==> src/rtl/ecnt_pkg.sv <==
package ecnt_pkg;

  typedef enum logic {
    DIR_UP   = 1'b0,
    DIR_DOWN = 1'b1
  } cnt_dir_e;

  // Limit a requested preset to the configured ceiling.
  function automatic int unsigned sat_limit(input int unsigned req, input int unsigned ceil_v);
    return (req > ceil_v) ? ceil_v : req;
  endfunction

  // Value the accumulator returns to on clear or while disabled.
  function automatic int unsigned start_value(input cnt_dir_e dir, input int unsigned lim);
    return (dir == DIR_DOWN) ? lim : 0;
  endfunction

  // One counted transition, saturating at the mode's end point.
  function automatic int unsigned step_value(input cnt_dir_e dir, input int unsigned cur,
                                             input int unsigned lim);
    int unsigned nxt;
    nxt = cur;
    if (dir == DIR_DOWN) begin
      if (cur != 0) nxt = cur - 1;
    end else begin
      if (cur < lim) nxt = cur + 1;
    end
    return nxt;
  endfunction

  // End-point test for the current direction.
  function automatic logic at_end(input cnt_dir_e dir, input int unsigned cur,
                                  input int unsigned lim);
    return (dir == DIR_DOWN) ? (cur == 0) : (cur >= lim);
  endfunction

endpackage

==> src/rtl/ecnt_edge.sv <==
module ecnt_edge #(
  parameter bit IDLE_LVL = 1'b1
) (
  input  logic clk,
  input  logic rst_n,
  input  logic lvl,
  output logic rise
);

  logic prev_q;

  always_ff @(posedge clk or negedge rst_n) begin
    if (!rst_n) prev_q <= IDLE_LVL;
    else        prev_q <= lvl;
  end

  assign rise = lvl & ~prev_q & rst_n;

endmodule

==> src/rtl/ecnt_limit.sv <==
module ecnt_limit #(
  parameter int W   = 14,
  parameter int MAX = 9999
) (
  input  logic [W-1:0] preset,
  output logic [W-1:0] lim
);
  import ecnt_pkg::*;

  localparam longint unsigned FULL = (64'd1 << W) - 64'd1;

  generate
    if (longint'(MAX) >= longint'(FULL)) begin : g_pass
      assign lim = preset;
    end else begin : g_clamp
      always_comb lim = W'(sat_limit(32'(preset), 32'(MAX)));
    end
  endgenerate

endmodule

==> src/rtl/ecnt_accum.sv <==
module ecnt_accum #(
  parameter int W = 14
) (
  input  logic           clk,
  input  logic           run,
  input  logic           load,
  input  logic           step,
  input  ecnt_pkg::cnt_dir_e dir,
  input  logic [W-1:0]   lim,
  output logic [W-1:0]   acc
);
  import ecnt_pkg::*;

  logic [W-1:0] acc_q;

  // Retained storage: no reset term, updates only while power is good.
  always_ff @(posedge clk) begin
    if (run) begin
      if (load)      acc_q <= W'(start_value(dir, 32'(lim)));
      else if (step) acc_q <= W'(step_value(dir, 32'(acc_q), 32'(lim)));
    end
  end

  assign acc = acc_q;

endmodule

==> src/rtl/ecnt_done.sv <==
module ecnt_done #(
  parameter int W = 14
) (
  input  ecnt_pkg::cnt_dir_e dir,
  input  logic [W-1:0]   acc,
  input  logic [W-1:0]   lim,
  output logic           done
);
  import ecnt_pkg::*;

  always_comb done = at_end(dir, 32'(acc), 32'(lim));

endmodule

==> src/rtl/ecnt_counter.sv <==
module ecnt_counter #(
  parameter int CNT_W      = 14,
  parameter int PRESET_MAX = 9999
) (
  input  logic             clk,
  input  logic             rst_n,
  input  logic             cnt_in,
  input  logic             en,
  input  logic             clr,
  input  logic             dir_down,
  input  logic [CNT_W-1:0] preset,
  output logic [CNT_W-1:0] acc,
  output logic             done
);
  import ecnt_pkg::*;

  cnt_dir_e         dir;
  logic             cnt_rise;
  logic             cnt_load;
  logic             cnt_step;
  logic [CNT_W-1:0] lim;

  assign dir      = cnt_dir_e'(dir_down);
  assign cnt_load = clr | ~en;
  assign cnt_step = cnt_rise & en & ~clr;

  ecnt_edge #(.IDLE_LVL(1'b1)) u_edge (
    .clk   (clk),
    .rst_n (rst_n),
    .lvl   (cnt_in),
    .rise  (cnt_rise)
  );

  ecnt_limit #(.W(CNT_W), .MAX(PRESET_MAX)) u_limit (
    .preset (preset),
    .lim    (lim)
  );

  ecnt_accum #(.W(CNT_W)) u_accum (
    .clk  (clk),
    .run  (rst_n),
    .load (cnt_load),
    .step (cnt_step),
    .dir  (dir),
    .lim  (lim),
    .acc  (acc)
  );

  ecnt_done #(.W(CNT_W)) u_done (
    .dir  (dir),
    .acc  (acc),
    .lim  (lim),
    .done (done)
  );

endmodule

==> config.mk <==
export PLATFORM = sky130hd
export DESIGN_NAME = ecnt_counter
export DESIGN_NICKNAME = d
export VERILOG_FILES = /design/src/rtl/ecnt_pkg.sv /design/src/rtl/ecnt_edge.sv /design/src/rtl/ecnt_limit.sv /design/src/rtl/ecnt_accum.sv /design/src/rtl/ecnt_done.sv /design/src/rtl/ecnt_counter.sv
export SDC_FILE = /design/constraint.sdc
export NUM_CORES = 1
export LEC_CHECK = 0
export BUFFER_PORTS_ARGS = -buffer_cell sky130_fd_sc_hd__buf_4
export CAP_MARGIN = 20
export CORE_ASPECT_RATIO = 0.5
export CORE_MARGIN = 10
export CORE_UTILIZATION = 57
export CTS_BUF_LIST = sky130_fd_sc_hd__clkbuf_8
export CTS_CLUSTER_DIAMETER = 80
export CTS_CLUSTER_SIZE = 24
export DETAILED_ROUTE_END_ITERATION = 12
export GPL_TIMING_DRIVEN = 0
export PLACE_DENSITY = 0.85
export SYNTH_ARGS = -nofsm -noshare
export SYNTH_HDL_FRONTEND = slang
export SYNTH_SLANG_ARGS = --single-unit
==> constraint.sdc <==
create_clock -name clk -period 2.65 [get_ports clk]
set_clock_uncertainty 0.05 [all_clocks]
set_input_delay 0.265 -clock clk [delete_from_list [all_inputs] [get_ports clk]]
set_output_delay 0.265 -clock clk [all_outputs]
set_load 0.01 [all_outputs]
==> results of run 1 <==
## power groups by stage
| stage | logic [mW] | registers (mW) | clock network, mW |
|---|---|---|---|
| after global placement | 0.377 | 0.321 | 0 |
| after floorplan | 0.260 | 0.322 | 0 |
| after detailed placement | 0.394 | 0.323 | 0 |
| after global routing | 0.550 | 0.326 | 0.209 |
| after CTS | 0.448 | 0.320 | 0.201 |
| final | 0.526 | 0.326 | 0.202 |
## layout make-up
cell class	instances	area [um^2]	share of cell area, %
Buffer	4	30.0	1.26
Clock buffer	3	41.3	1.74
Clock inverter	1	5.00	0.210
Inverter	11	41.3	1.74
Multi-Input combinational cell	160	1310	55.1
Sequential cell	15	447	18.8
Tap cell	37	46.3	1.95
Timing Repair Buffer	55	457	19.2
## state kept, by name, indices dropped and copies added, names as in the netlist
name           flops
u_edge.prev_q      1
u_accum.acc       14
## routing by layer
layer,wire [um],GRT usage (%),vias up
met1,2580,24.6,927
met3,912,4.42,76
li1,-,-,848
met2,2970,34.5,228
met4,493,12.3,0
met5,0,0,-
## what timing repair did
action                     in CTS  in global routing
buffers inserted               20                  1
resized for setup              20                 13
hold endpoints to repair        1                  0
hold buffers                    1                  0
setup endpoints to repair      15                 16
cloned                          0                  1
pin swaps                      13                  5
## stage by stage
step | setup slack, ps | hold WS, ps | instances | total power [mW] | instance area [um^2]
5_1_grt | -225 | 66.5 | 286 | 1.08 | 2380
4_1_cts | -23.6 | 66.3 | 285 | 0.970 | 2310
3_5_place_dp | -567 | 155 | 260 | 0.717 | 2000
2_1_floorplan | 2.92 | 67.2 | 189 | 0.582 | 1700
3_3_place_gp | -505 | 154 | 260 | 0.698 | 2000
6_report | -272 | 76.7 | 286 | 1.05 | 2380
## cell usage in the layout, fill, tap and decap left out, types with 6 or more instances in the layout
cell       n
buf_4     46
ha_1      23
nand2_1   16
edfxtp_1  14
inv_1     11
nor2_1    11
buf_6     10
a21oi_1    9
o21ai_0    7
a21o_1     6
o22ai_1    6
## final timing paths
| kind | startpoint | end | slack [ps] | depth (start not counted) |
|---|---|---|---|---|
| setup / recovery | preset[4] | done | -270 | 13 |
| hold / removal | cnt_in | u_edge.prev_q$_DFF_PN1_ | 80 | 1 |
| setup reg to reg | u_accum.acc[4]$_DFFE_PP_ | u_accum.acc[11]$_DFFE_PP_ | 0 | 7 |
| hold reg to reg | u_accum.acc[0]$_DFFE_PP_ | u_accum.acc[0]$_DFFE_PP_ | 670 | 1 |
| max in group asynchronous | rst_n | u_edge.prev_q$_DFF_PN1_ | 2070 | 2 |
| min in group asynchronous | rst_n | u_edge.prev_q$_DFF_PN1_ | 460 | 2 |
## logic make-up after synthesis
logic type / synth area share (%)
AND/OR/NAND/NOR: 20.4
XOR/XNOR: 3.62
flip-flops: 26.4
AO/OA/AOI/OAI: 24.3
multiplexers: 0.592
adder cells (fa/ha/maj): 20.4
buffers and inverters: 4.22
==> flow_metrics.py, run 1 <==
metrics = {
    "grt": {
        "grt_pass1_vias": 1929,
        "grt.total_usage_pct": 20.7,
        "grt_overflow_total": 0,
        "grt_max_degree": 20,
        "antenna_found_initial": 0,
        "grt_pass1_wl_mm": 9.62,
    },
    "setup_path": {
        "crit_slowest_cell": "nor4_4",
        "path_cells": "buf_8, nor4_4, o21a_1, nor2_4, nor2_4, ha_1, a21o_1, a21o_1, a221oi_2, o211ai_1, nor2_1, a21oi_1, buf_4",
        "slowest_delay_ps": 300,
        "cp-start-kind": "input port",
        "crit_buf_inv": 2,
        "critPathKind": "in2out",
        "critical_path_required_ps": 2340,
        "crit_family": "compound AO/OA/AOI/OAI gates",
        "worstPathMaxFanout": 4,
        "worstSetupEndpointType": "primary output",
        "arrival_ps": 2610,
    },
    "detailed_routing": {
        "first_pass_iters": 5,
        "via_per_inst": 7.27,
        "vias": 2079,
        "drc_errors": 0,
        "drt-initial-drc-count": 345,
        "post_drt_wl_per_cell_um": 24.3,
        "ant_nets": 0,
        "drt_wl_total_mm": 6.96,
    },
    "power_and_ir_drop": {
        "power.internal_uw": 637,
        "switching_share_pct": 39.6,
        "power.leakage_nw": 1.07,
        "vdd_drop_max_uv": 276,
        "clock_power_share_pct": 19.2,
        "combinationalPowerShare_pct": 49.9,
        "power_switching_uw": 417,
        "power_density_nw_per_um2": 443,
        "power_frac_seq_pct": 30.9,
    },
    "run_status": {
        "failed_checks": "negative setup slack",
        "status": "complete, but fails checks",
    },
    "timing": {
        "relSlewSlack_pct": 53.8,
        "finalSetupTns_ps": -2020,
        "hold_viol_final": 0,
        "period_share_pct": 110,
        "fin_ws_ps": -272,
        "worst_slew_pin_slew_ps": 693,
        "finalSetupViolations": 15,
        "fin_crit_ps": 2920,
        "max_freq_ghz": 0.342,
        "slew_viol_final": 0,
        "rsz0062_at_grt": "true",
    },
    "floorplanning": {
        "die_w_um": 97.0,
        "core_area_um2": 2720,
        "row_count": 13,
        "fp.dieArea_um2": 5680,
        "ioPinCount": 35,
        "initial_core_util_pct": 62.3,
        "die_h_um": 58.5,
    },
    "synth": {
        "synth.distinct_cells": 53,
        "syn_nets": 236,
        "ys_top_cells_by_area": "edfxtp_1, ha_1, nand2_1",
        "syn-cell-area_um2": 1690,
        "avgSynthCellArea_um2": 8.95,
        "yosysSeqAreaShare_pct": 26.4,
        "synth_top_area_share_pct": 24.9,
        "yosysTopAreaCell": "edfxtp_1",
        "synth_common_cells": "ha_1, nand2_1, edfxtp_1, nor2_1",
        "synthCells": 189,
        "synth-main-ff-cell": "edfxtp_1",
        "synth_edf_count": 14,
        "yosys_register_bits": 15,
        "ys_warn_count": 0,
        "yosysMostFrequentCell": "ha_1",
        "async_flop_share_pct": 6.67,
    },
    "clock_network": {
        "cts_sinks": 15,
        "cts_buffers": 3,
        "clk_path_buf_depth": 2,
        "clock-root-buffer": "clkbuf_8",
        "htreeDepth": 1,
        "clkTransAtPathRegs_ps": 70,
        "cts_tree": "built",
        "clock_latency_ps": 260,
    },
    "job": {
        "maxCapViolations": 0,
    },
    "hold_path": {
        "hp-class": "in2reg",
    },
    "finish": {
        "fin_nets": 297,
        "n_fill_cell": 118,
        "syn_to_final_growth_pct": 40.6,
        "diodes": 0,
        "post_route_cells_drive_above_1_share_pct": 35.7,
        "final_core_util_pct": 87.6,
    },
    "placed_design": {
        "place.gp.congestion": 0.923,
        "io_buffers": 34,
        "dpl.hpwl_mm": 3.91,
    },
}
Power figures use the tool's default switching activity.
==> run 2: changes to the inputs <==
Settings changed: BUFFER_PORTS_ARGS -buffer_cell sky130_fd_sc_hd__buf_4 to not set, CORE_ASPECT_RATIO 0.5 to not set, CORE_UTILIZATION 57 to 66, DONT_BUFFER_PORTS set to 1, PLACE_DENSITY 0.85 to 0.84.
==> run 2 against run 1 <==
The run now ends clean. Global-route usage decreased by 1.9 points. First-iteration DRC count fell by 51%. Die area is 12% lower. Setup slack better by 330 ps. Wire length decreased by 30%. Register-to-register slack better by 120 ps. Clock-buffer cell count unchanged. Combinational power down 31%. Flip-flop and latch count stayed put. Critical path depth decreased by 2. Via count fell by 23%. Core utilization shrank 9.4 points. Critical path type unchanged.
==> flow_metrics.py, run 2 (synthesized netlist as in run 1, its figures left out) <==
metrics = {
    "finish": {
        "syn_to_final_growth_pct": 13.5,
        "stdcell_count": 231,
        "most-common-layout-cells": "ha_1, nand2_1, edfxtp_1",
        "post_route_cells_drive_above_1_share_pct": 15.4,
        "largest_register_ffs": 14,
        "final_core_util_pct": 78.2,
        "layout_commonest_cell": "ha_1",
        "fin_nets": 249,
        "diodes": 0,
    },
    "grt": {
        "grt_pass1_wl_mm": 7.85,
        "grt_overflow_total": 0,
        "grt_max_degree": 20,
        "antenna_found_initial": 0,
        "grt.total_usage_pct": 18.8,
        "grt_pass1_vias": 1586,
    },
    "power_and_ir_drop": {
        "p_total_uw": 888,
        "power.leakage_nw": 0.815,
        "power_frac_seq_pct": 37.2,
        "clock_power_share_pct": 21.9,
        "combinationalPowerShare_pct": 40.8,
        "power_density_nw_per_um2": 463,
        "power_switching_uw": 333,
        "vdd_drop_max_uv": 477,
        "switching_share_pct": 37.5,
        "power.internal_uw": 555,
    },
    "clock_network": {
        "cts_tree": "built",
        "clock_latency_ps": 260,
        "cts_buffers": 3,
        "clk_path_buf_depth": 2,
        "clkTransAtPathRegs_ps": 60,
        "cts_sinks": 15,
        "htreeDepth": 1,
        "clock-root-buffer": "clkbuf_8",
    },
    "setup_path": {
        "cp-start-kind": "input port",
        "r2r_cells": 7,
        "critPathKind": "in2out",
        "worstPathMaxFanout": 4,
        "arrival_ps": 2270,
        "critical_path_required_ps": 2340,
        "worstSetupEndpointType": "primary output",
    },
    "floorplanning": {
        "row_count": 18,
        "core_area_um2": 2450,
        "initial_core_util_pct": 68.9,
        "die_h_um": 70.6,
        "fp.dieArea_um2": 4990,
        "ioPinCount": 35,
        "die_w_um": 70.6,
    },
    "timing": {
        "max_freq_ghz": 0.386,
        "worst_slew_pin_slew_ps": 597,
        "finalSetupTns_ps": 0,
        "fin_crit_ps": 2590,
        "finalSetupViolations": 0,
        "hold_viol_final": 0,
        "slew_viol_final": 0,
        "hold_slack_ps": 173,
        "period_share_pct": 97.7,
        "relSlewSlack_pct": 60.2,
    },
    "detailed_routing": {
        "drt-initial-drc-count": 170,
        "vias": 1611,
        "drt_wl_total_mm": 4.88,
        "first_pass_iters": 4,
        "ant_nets": 0,
        "post_drt_wl_per_cell_um": 21.1,
        "via_per_inst": 6.97,
        "drc_errors": 0,
    },
    "run_status": {
        "status": "complete, no violations",
    },
    "job": {
        "maxCapViolations": 0,
    },
    "placed_design": {
        "dp_cells": 219,
        "dpl.hpwl_mm": 3.64,
        "place.gp.congestion": 0.894,
        "io_buffers": 0,
    },
    "hold_path": {
        "hp-class": "in2reg",
        "min_path_cells": 2,
    },
}
## run 2: changes by cell type in the layout (fill, tap and decap cells not counted), moves of 2 or more
cell,before,now
nand2_2,2,0
buf_4,46,7
nand2_1,16,19
nor2_2,0,2
ha_4,3,1
nor2_4,2,0
buf_6,10,1
ha_1,23,25
## run 2: metrics by stage
stage	cell area (um^2)	setup WS (ps)
finish	1920	61.3
global route	1920	-55.0
CTS	1840	22.1
detailed placement	1740	-494
global placement	1740	-426
floorplan	1700	2.92
## run 2: final cells by class
cell class                      instances  area [um^2]
Timing Repair Buffer                    7         57.6
Inverter                               11         41.3
Clock inverter                          1         3.75
Sequential cell                        15          447
Buffer                                  4         30.0
Tap cell                               30         37.5
Multi-Input combinational cell        160         1260
Clock buffer                            3         41.3
Fill cell                             159          536
## run 2: repair_timing
item,CTS,global route
gates resized for setup,5,6
hold buffers,2,0
setup endpoints to repair,15,17
endpoints found under the hold margin,2,0
pin swaps,1,8
gates cloned,1,0
setup buffers,0,5
## run 2: worst max-delay path, cell delays in order
cell and delay, ps:
nor4_4 280, o21a_1 210, nand2b_4 160, buf_4 100, nand2_1 60, ha_1 300, and4_1 250, a221oi_2 80
o211ai_1 240, nor2_1 70, a21oi_1 260
## run 2: power by group through the flow
stage,clock network [mW],registers [mW],logic [mW]
after floorplan,0,0.322,0.260
after global placement,0,0.335,0.306
after detailed placement,0,0.335,0.323
after CTS,0.195,0.330,0.335
after global routing,0.211,0.334,0.402
final,0.195,0.331,0.363
## run 2: worst paths after layout
path / from / end / slack (ps)
max: preset[4] / done / 60
min in group asynchronous: rst_n / u_edge.prev_q$_DFF_PN1_ / 330
min: preset[11] / u_accum.acc[11]$_DFFE_PP_ / 170
min reg2reg: u_accum.acc[0]$_DFFE_PP_ / u_accum.acc[0]$_DFFE_PP_ / 730
max reg2reg: u_accum.acc[4]$_DFFE_PP_ / u_accum.acc[11]$_DFFE_PP_ / 120
max in group asynchronous: rst_n / u_edge.prev_q$_DFF_PN1_ / 2200
## run 2: per-layer routing
metal	global-route usage, %	vias up	wire length, um
met4	6.88	0	141
met1	20.5	769	1810
met5	0	-	0
li1	-	757	-
met3	5.86	17	404
met2	33.2	68	2520
